[config.mk]
export PLATFORM = sky130hd
export DESIGN_NAME = pdc_top
export DESIGN_NICKNAME = d
export VERILOG_FILES = /design/src/rtl/pdc_pkg.sv /design/src/rtl/pdc_req_queue.sv /design/src/rtl/pdc_wait_timer.sv /design/src/rtl/pdc_seq_fsm.sv /design/src/rtl/pdc_top.sv
export SDC_FILE = /design/constraint.sdc
export NUM_CORES = 1
export LEC_CHECK = 0
export BUFFER_PORTS_ARGS = -buffer_cell sky130_fd_sc_hd__clkbuf_2
export CORE_MARGIN = 2
export CORE_UTILIZATION = 51
export CTS_CLUSTER_DIAMETER = 50
export DETAILED_ROUTE_END_ITERATION = 12
export PLACE_DENSITY = 0.76
export SYNTH_ARGS = -nofsm -noshare
export SYNTH_HDL_FRONTEND = slang
export SYNTH_HIERARCHICAL = 1
export SYNTH_SLANG_ARGS = --single-unit
[constraint.sdc]
create_clock -name clk_i -period 4.1 [get_ports clk_i]
set_input_delay 0.205 -clock clk_i [delete_from_list [all_inputs] [get_ports clk_i]]
set_output_delay 0.205 -clock clk_i [all_outputs]
set_load 0.005 [all_outputs]
[src/rtl/pdc_pkg.sv]
package pdc_pkg;
  localparam int PDN_W       = 4;
  localparam int SRAM_NONE   = 0;
  localparam int SRAM_SINGLE = 1;
  localparam int SRAM_FULL   = 2;

  typedef enum logic [3:0] {
    S_IDLE,
    S_DN_PROT,
    S_DN_SRAM,
    S_DN_ISO,
    S_DN_CLK,
    S_DN_SW,
    S_UP_SW1,
    S_UP_SW2,
    S_UP_CLK,
    S_UP_ISO,
    S_UP_RST,
    S_UP_SRAM,
    S_UP_PROT,
    S_ERR
  } pdc_state_e;
endpackage

[src/rtl/pdc_req_queue.sv]
module pdc_req_queue (
  input  logic clk_i,
  input  logic rst_ni,
  input  logic req_i,
  input  logic dir_i,
  input  logic flush_i,
  input  logic take_i,
  output logic pend_o,
  output logic dir_o
);
  always_ff @(posedge clk_i or negedge rst_ni) begin
    if (!rst_ni) begin
      pend_o <= 1'b0;
      dir_o  <= 1'b0;
    end else if (flush_i) begin
      pend_o <= 1'b0;
    end else if (req_i) begin
      pend_o <= 1'b1;
      dir_o  <= dir_i;
    end else if (take_i) begin
      pend_o <= 1'b0;
    end
  end
endmodule

[src/rtl/pdc_wait_timer.sv]
module pdc_wait_timer #(
  parameter int WAIT_LIMIT = 1024
) (
  input  logic clk_i,
  input  logic rst_ni,
  input  logic clear_i,
  input  logic run_i,
  output logic expired_o
);
  localparam int CNT_W = $clog2(WAIT_LIMIT + 1);
  localparam logic [CNT_W-1:0] LIMIT = CNT_W'(WAIT_LIMIT);

  logic [CNT_W-1:0] cnt_q;

  always_ff @(posedge clk_i or negedge rst_ni) begin
    if (!rst_ni)                     cnt_q <= '0;
    else if (clear_i)                cnt_q <= '0;
    else if (run_i && cnt_q != LIMIT) cnt_q <= cnt_q + 1'b1;
  end

  assign expired_o = run_i && (cnt_q == LIMIT);
endmodule

[src/rtl/pdc_seq_fsm.sv]
module pdc_seq_fsm
  import pdc_pkg::*;
#(
  parameter bit               USE_PROT  = 1'b1,
  parameter int               SRAM_MODE = SRAM_FULL,
  parameter int               ACK_W     = 4,
  parameter int               PROT_W    = 8,
  parameter logic [PROT_W-1:0] PROT_MASK = 8'h0F
) (
  input  logic              clk_i,
  input  logic              rst_ni,
  input  logic              pend_i,
  input  logic              pend_dir_i,
  input  logic              expired_i,
  input  logic [ACK_W-1:0]  sram_ack_i,
  input  logic [PROT_W-1:0] prot_sta_i,
  input  logic              pgood_i,
  input  logic              pgood2_i,
  output logic              take_o,
  output logic              step_o,
  output logic              wait_o,
  output logic              sw_en_o,
  output logic              sw_en2_o,
  output logic              iso_o,
  output logic              rst_no,
  output logic              clk_dis_o,
  output logic [PDN_W-1:0]  sram_pdn_o,
  output logic [PROT_W-1:0] prot_req_o,
  output logic              done_o,
  output logic              err_o
);
  localparam logic [PDN_W-1:0] PDN_SET =
    (SRAM_MODE == SRAM_FULL)   ? {PDN_W{1'b1}} :
    (SRAM_MODE == SRAM_SINGLE) ? PDN_W'(1)     : '0;
  localparam logic [PROT_W-1:0] PROT_RST  = USE_PROT ? PROT_MASK : '0;
  localparam bit                ACK_CHECK = (SRAM_MODE == SRAM_FULL);
  localparam bit                HAS_SRAM  = (SRAM_MODE != SRAM_NONE);

  pdc_state_e st_q, st_d;
  logic       cond, waiting, finish;

  function automatic pdc_state_e follow(input pdc_state_e s);
    pdc_state_e n;
    case (s)
      S_DN_PROT: n = HAS_SRAM ? S_DN_SRAM : S_DN_ISO;
      S_DN_SRAM: n = S_DN_ISO;
      S_DN_ISO:  n = S_DN_CLK;
      S_DN_CLK:  n = S_DN_SW;
      S_DN_SW:   n = S_IDLE;
      S_UP_SW1:  n = S_UP_SW2;
      S_UP_SW2:  n = S_UP_CLK;
      S_UP_CLK:  n = S_UP_ISO;
      S_UP_ISO:  n = S_UP_RST;
      S_UP_RST:  n = HAS_SRAM ? S_UP_SRAM : (USE_PROT ? S_UP_PROT : S_IDLE);
      S_UP_SRAM: n = USE_PROT ? S_UP_PROT : S_IDLE;
      default:   n = S_IDLE;
    endcase
    return n;
  endfunction

  // wait condition of the current step
  always_comb begin
    cond    = 1'b1;
    waiting = 1'b0;
    case (st_q)
      S_DN_PROT: begin
        waiting = 1'b1;
        cond    = (prot_sta_i & PROT_MASK) == PROT_MASK;
      end
      S_DN_SRAM: begin
        waiting = ACK_CHECK;
        cond    = !ACK_CHECK || (&sram_ack_i);
      end
      S_DN_SW: begin
        waiting = 1'b1;
        cond    = !pgood_i && !pgood2_i;
      end
      S_UP_SW2: begin
        waiting = 1'b1;
        cond    = pgood_i && pgood2_i;
      end
      S_UP_SRAM: begin
        waiting = ACK_CHECK;
        cond    = !ACK_CHECK || !(|sram_ack_i);
      end
      S_UP_PROT: begin
        waiting = 1'b1;
        cond    = (prot_sta_i & PROT_MASK) == '0;
      end
      default: ;
    endcase
  end

  always_comb begin
    st_d   = st_q;
    take_o = 1'b0;
    finish = 1'b0;
    case (st_q)
      S_IDLE: begin
        if (pend_i) begin
          take_o = 1'b1;
          if (pend_dir_i)    st_d = S_UP_SW1;
          else if (USE_PROT) st_d = S_DN_PROT;
          else if (HAS_SRAM) st_d = S_DN_SRAM;
          else               st_d = S_DN_ISO;
        end
      end
      S_ERR: ;
      default: begin
        if (cond) begin
          st_d   = follow(st_q);
          finish = (st_d == S_IDLE);
        end else if (expired_i) begin
          st_d = S_ERR;
        end
      end
    endcase
  end

  assign step_o = (st_d != st_q);
  assign wait_o = waiting && !cond;
  assign err_o  = (st_q == S_ERR);

  // each step applies its action on entry
  always_ff @(posedge clk_i or negedge rst_ni) begin
    if (!rst_ni) begin
      st_q       <= S_IDLE;
      done_o     <= 1'b0;
      sw_en_o    <= 1'b0;
      sw_en2_o   <= 1'b0;
      iso_o      <= 1'b1;
      rst_no     <= 1'b0;
      clk_dis_o  <= 1'b1;
      sram_pdn_o <= PDN_SET;
      prot_req_o <= PROT_RST;
    end else begin
      st_q   <= st_d;
      done_o <= finish;
      if (st_d != st_q) begin
        case (st_d)
          S_DN_PROT: prot_req_o <= PROT_MASK;
          S_DN_SRAM: sram_pdn_o <= PDN_SET;
          S_DN_ISO:  iso_o      <= 1'b1;
          S_DN_CLK: begin
            clk_dis_o <= 1'b1;
            rst_no    <= 1'b0;
          end
          S_DN_SW: begin
            sw_en_o  <= 1'b0;
            sw_en2_o <= 1'b0;
          end
          S_UP_SW1:  sw_en_o    <= 1'b1;
          S_UP_SW2:  sw_en2_o   <= 1'b1;
          S_UP_CLK:  clk_dis_o  <= 1'b0;
          S_UP_ISO:  iso_o      <= 1'b0;
          S_UP_RST:  rst_no     <= 1'b1;
          S_UP_SRAM: sram_pdn_o <= '0;
          S_UP_PROT: prot_req_o <= '0;
          default: ;
        endcase
      end
    end
  end
endmodule

[src/rtl/pdc_top.sv]
module pdc_top
  import pdc_pkg::*;
#(
  parameter bit               USE_PROT   = 1'b1,
  parameter int               SRAM_MODE  = SRAM_FULL,
  parameter int               ACK_W      = 4,
  parameter int               PROT_W     = 8,
  parameter logic [PROT_W-1:0] PROT_MASK  = 8'h0F,
  parameter int               WAIT_LIMIT = 1024
) (
  input  logic              clk_i,
  input  logic              rst_ni,
  input  logic              req_i,
  input  logic              dir_i,
  input  logic [ACK_W-1:0]  sram_ack_i,
  input  logic [PROT_W-1:0] prot_sta_i,
  input  logic              pgood_i,
  input  logic              pgood2_i,
  output logic              sw_en_o,
  output logic              sw_en2_o,
  output logic              iso_o,
  output logic              rst_no,
  output logic              clk_dis_o,
  output logic [3:0]        sram_pdn_o,
  output logic [PROT_W-1:0] prot_req_o,
  output logic              done_o,
  output logic              err_o
);
  logic pend, pend_dir, take, step, waiting, expired;

  pdc_req_queue u_queue (
    .clk_i   (clk_i),
    .rst_ni  (rst_ni),
    .req_i   (req_i),
    .dir_i   (dir_i),
    .flush_i (err_o),
    .take_i  (take),
    .pend_o  (pend),
    .dir_o   (pend_dir)
  );

  pdc_wait_timer #(.WAIT_LIMIT(WAIT_LIMIT)) u_timer (
    .clk_i     (clk_i),
    .rst_ni    (rst_ni),
    .clear_i   (step),
    .run_i     (waiting),
    .expired_o (expired)
  );

  pdc_seq_fsm #(
    .USE_PROT  (USE_PROT),
    .SRAM_MODE (SRAM_MODE),
    .ACK_W     (ACK_W),
    .PROT_W    (PROT_W),
    .PROT_MASK (PROT_MASK)
  ) u_fsm (
    .clk_i      (clk_i),
    .rst_ni     (rst_ni),
    .pend_i     (pend),
    .pend_dir_i (pend_dir),
    .expired_i  (expired),
    .sram_ack_i (sram_ack_i),
    .prot_sta_i (prot_sta_i),
    .pgood_i    (pgood_i),
    .pgood2_i   (pgood2_i),
    .take_o     (take),
    .step_o     (step),
    .wait_o     (waiting),
    .sw_en_o    (sw_en_o),
    .sw_en2_o   (sw_en2_o),
    .iso_o      (iso_o),
    .rst_no     (rst_no),
    .clk_dis_o  (clk_dis_o),
    .sram_pdn_o (sram_pdn_o),
    .prot_req_o (prot_req_o),
    .done_o     (done_o),
    .err_o      (err_o)
  );
endmodule

==> impl_results.md <==
* Largest net degree at the start of global routing at 26
* Initial DRC count at 214
* Crit Path Class: reg2reg
* Comb pwr share at 69.1%
* YS warnings at 6
* Biggest register: u_timer/cnt_q
* Sw frac at 52.9%
* Post-Synthesis Cell Area at 2170 um^2
* Via density per instance at 6.45
* Top cell type by total area after synthesis: dfrtp_1
* Area share of the largest cell type after synthesis at 24.2%
* Post-Synthesis Cells at 242
* Clock power frac at 8.8%
* Ys async rst share at 100%
* CP max FO at 23
* Most frequent cell after synthesis: dfrtp_1
* Postcts setup bufs at 0
* Regs by FF count: u_timer/cnt_q: 11 flops, u_fsm/st_q: 4 flops
* Synth cell types at 75
* Die Y at 69.2 um
* First-pass GRT wire length at 8.65 mm
* Power per cell area at 714 nW/um^2
* TritonCTS Buffers at 3
* Final period utilization at 94.0%
* Vias in the first global route at 1845
* Storage cell area at 633 um^2
* Max Fclk at 0.259 GHz
* Area grow syn2layout at 8.94%
* Non-filler cells, final at 315
* Clk_lat worst skew at 0.27 ns
* H-Tree Depth at 1
* CP max stage delay at 0.47 ns
* DP HPWL at 3.76 mm
* Cell Rows at 23
* Max VDD drop at 0.438 mV
* Max reg flops at 11
* First-pass detailed-route iteration total at 4
* CP startpoint kind: register
* Status: completed
* Core box area at 4060 um^2
* Worst min-delay path category: in2reg
* Final min period at 3.86 ns
* Fin util at 58.2%
* Crit path max-delay cell type: dfrtp_2
* Sequential area share after synthesis at 29.1%
* CP Capture Type: register
* Clk_skew at 0.00470 ns
* Dpl cells at 310
* Bufs and invs on worst path at 4
* Worst-Margin Slew at 0.641 ns
* Initial Util at 53.5%
* Final setup violation count at 0
* Static leakage at 1.01 nW
* Crit path arrival time at 4.01 ns
* Most frequent cells after synthesis: dfrtp_1 (21), a21oi_1 (18), inv_1 (13), nand3_1 (13), nor2_1 (13)
* GRT Overall Usage at 21.5%
* Mean routed wirelength per cell at 16.3 um
* Die ar. at 4790 um^2
* Synth Flop Type: dfrtp_1
* Post-route ant nets at 0
* Sw power at 894 uW
* Reg power frac at 22.1%
* Clock transition at path regs at 0.09 ns
* RSZ-0062 raised after global routing: false
* Multi-input logic area at 1380 um^2
* EDFF count, synth at 0
* Clock Sinks at 25
* Share of layout cells above drive strength 1 at 25.3%
* Max-slew violation count at 0
* Setup TNS at 0 ns
* Ant. Diodes at 0
* Port Buffers at 28
* Die X-Extent at 69.2 um
* Placer Congestion at 0.871
* Layout Nets at 291
* Antenna violations before repair at 0
* Final Hold Vio Count at 0
* MaxCap Viol Count at 0
* Yosys reg bits at 25
* Remaining Overflow, GRT at 0
* P_int at 794 uW
* Via Count at 2031
* Mean post-synth cell area at 8.97 um^2
* Required time of the worst setup path at 4.26 ns
* Slew headroom at 57.3%
* Max Buffers Root-to-Sink at 2
* Clock tree from TritonCTS: yes
* Synth top area cells: dfrtp_1 (24%), dfstp_2 (4.8%), a21oi_1 (4.2%)
* Root buffer cell: clkbuf_8
* Ports at 37
* Routed WL at 5.14 mm
* Crit-path leading delay family: simple AND/OR/NAND/NOR gates
* Post-route DRC at 0
* Layout fillers at 354
* Worst-path cell chain: inv_1, ha_1, nor3b_1, o21ai_1, o311ai_2, nor2_2, inv_2, nor4_2, buf_4, and3_1, a31oi_1, a2bb2oi_1, mux2i_1, nor4_4, inv_4, nand4bb_1, a21oi_1, or3_1
[routing by layer]
| layer | wire, um | global-route usage, % |
|---|---|---|
| met5 | 0 | 0 |
| met1 | 2330 | 30.3 |
| met2 | 2480 | 34.7 |
| met3 | 262 | 2.33 |
| met4 | 63 | 6.54 |
[power groups by stage]
stage / Clock (mW) / Combinational (mW) / Sequential, mW
2_1_floorplan: 0 / 0.907 / 0.337
3_3_place_gp: 0 / 1.11 / 0.372
3_5_place_dp: 0 / 1.14 / 0.375
4_1_cts: 0.152 / 1.15 / 0.369
5_1_grt: 0.159 / 1.28 / 0.382
6_report: 0.148 / 1.17 / 0.373
[cell usage in the layout (no fill, tap or decap), types with 3 or more instances in the layout]
| cell | count |
|---|---|
| or4_1 | 6 |
| ha_1 | 7 |
| o21ai_0 | 8 |
| clkbuf_8 | 3 |
| dfstp_2 | 4 |
| dfrtp_1 | 19 |
| nor3_1 | 3 |
| nand4_1 | 7 |
| nand2b_1 | 5 |
| nor2_1 | 13 |
| mux2i_1 | 3 |
| a31oi_1 | 4 |
| nand3_2 | 3 |
| o31ai_1 | 5 |
| nand2_1 | 8 |
| buf_4 | 5 |
| inv_1 | 12 |
| o41ai_1 | 4 |
| nand3_1 | 13 |
| nor2b_1 | 5 |
| clkbuf_2 | 28 |
| nor4_1 | 5 |
| conb_1 | 4 |
| a41oi_1 | 3 |
| or3_1 | 5 |
| a21oi_1 | 18 |
[timing repair]
item                                   4_1_cts  5_1_grt
setup endpoints to repair                    0        9
resized for setup                            0        4
endpoints found under the hold margin       21        0
hold buffers                                 1        0
[through the flow]
| stage | instance area [um^2] | power, mW | hold WS, ns | worst slack, ns |
|---|---|---|---|---|
| CTS | 2360 | 1.67 | 0.166 | 0.126 |
| global route | 2360 | 1.82 | 0.171 | 0.00262 |
| detailed placement | 2300 | 1.52 | 0.265 | 0.176 |
| floorplan | 2190 | 1.24 | -0.0906 | 0.0576 |
| finish | 2360 | 1.69 | 0.164 | 0.245 |
| global placement | 2300 | 1.48 | 0.251 | 0.227 |
[cell families after synthesis]
family                     Yosys count  synth area share (%)
AOI/OAI and AO/OA                   64                  20.8
adders and majority gates            7                  4.04
buffers and inverters               33                  8.53
DFF                                 25                  29.1
muxes                                8                  4.67
other                                1                 0.173
and+or+nand+nor                    104                  32.8
[worst paths after layout]
| check | start | to | slack (ns) | cells after the start |
|---|---|---|---|---|
| setup / recovery | u_fsm/st_q[1] | u_timer/cnt_q[2] | 0.24 | 18 |
| hold / removal | dir_i | u_queue/dir_o | 0.16 | 2 |
| setup reg to reg | u_fsm/st_q[1] | u_timer/cnt_q[2] | 0.24 | 18 |
| hold reg to reg | u_fsm/iso_o | u_fsm/iso_o | 0.51 | 1 |
| max in group asynchronous | rst_ni | u_fsm/st_q[1] | 3.16 | 2 |
| min in group asynchronous | rst_ni | u_timer/cnt_q[8] | 0.48 | 2 |
[worst reg2reg max path, delay by kind of cell, from the launching register on]
family | cells | cell delay, ns
mux | 1 | 0.27
simple gates | 7 | 1.49
flops | 1 | 0.47
buf+inv | 4 | 0.61
compound gates | 5 | 0.63
fa+ha+maj | 1 | 0.28
[final cells by class]
cell class | count | share of cell area, %
multi-input cells | 187 | 58.2
flip-flops and latches | 25 | 26.8
repair buffers | 34 | 7.94
well taps | 50 | 2.65
inverters | 15 | 2.49
clock buffers | 4 | 1.91
(Power assumes the default switching activity.)
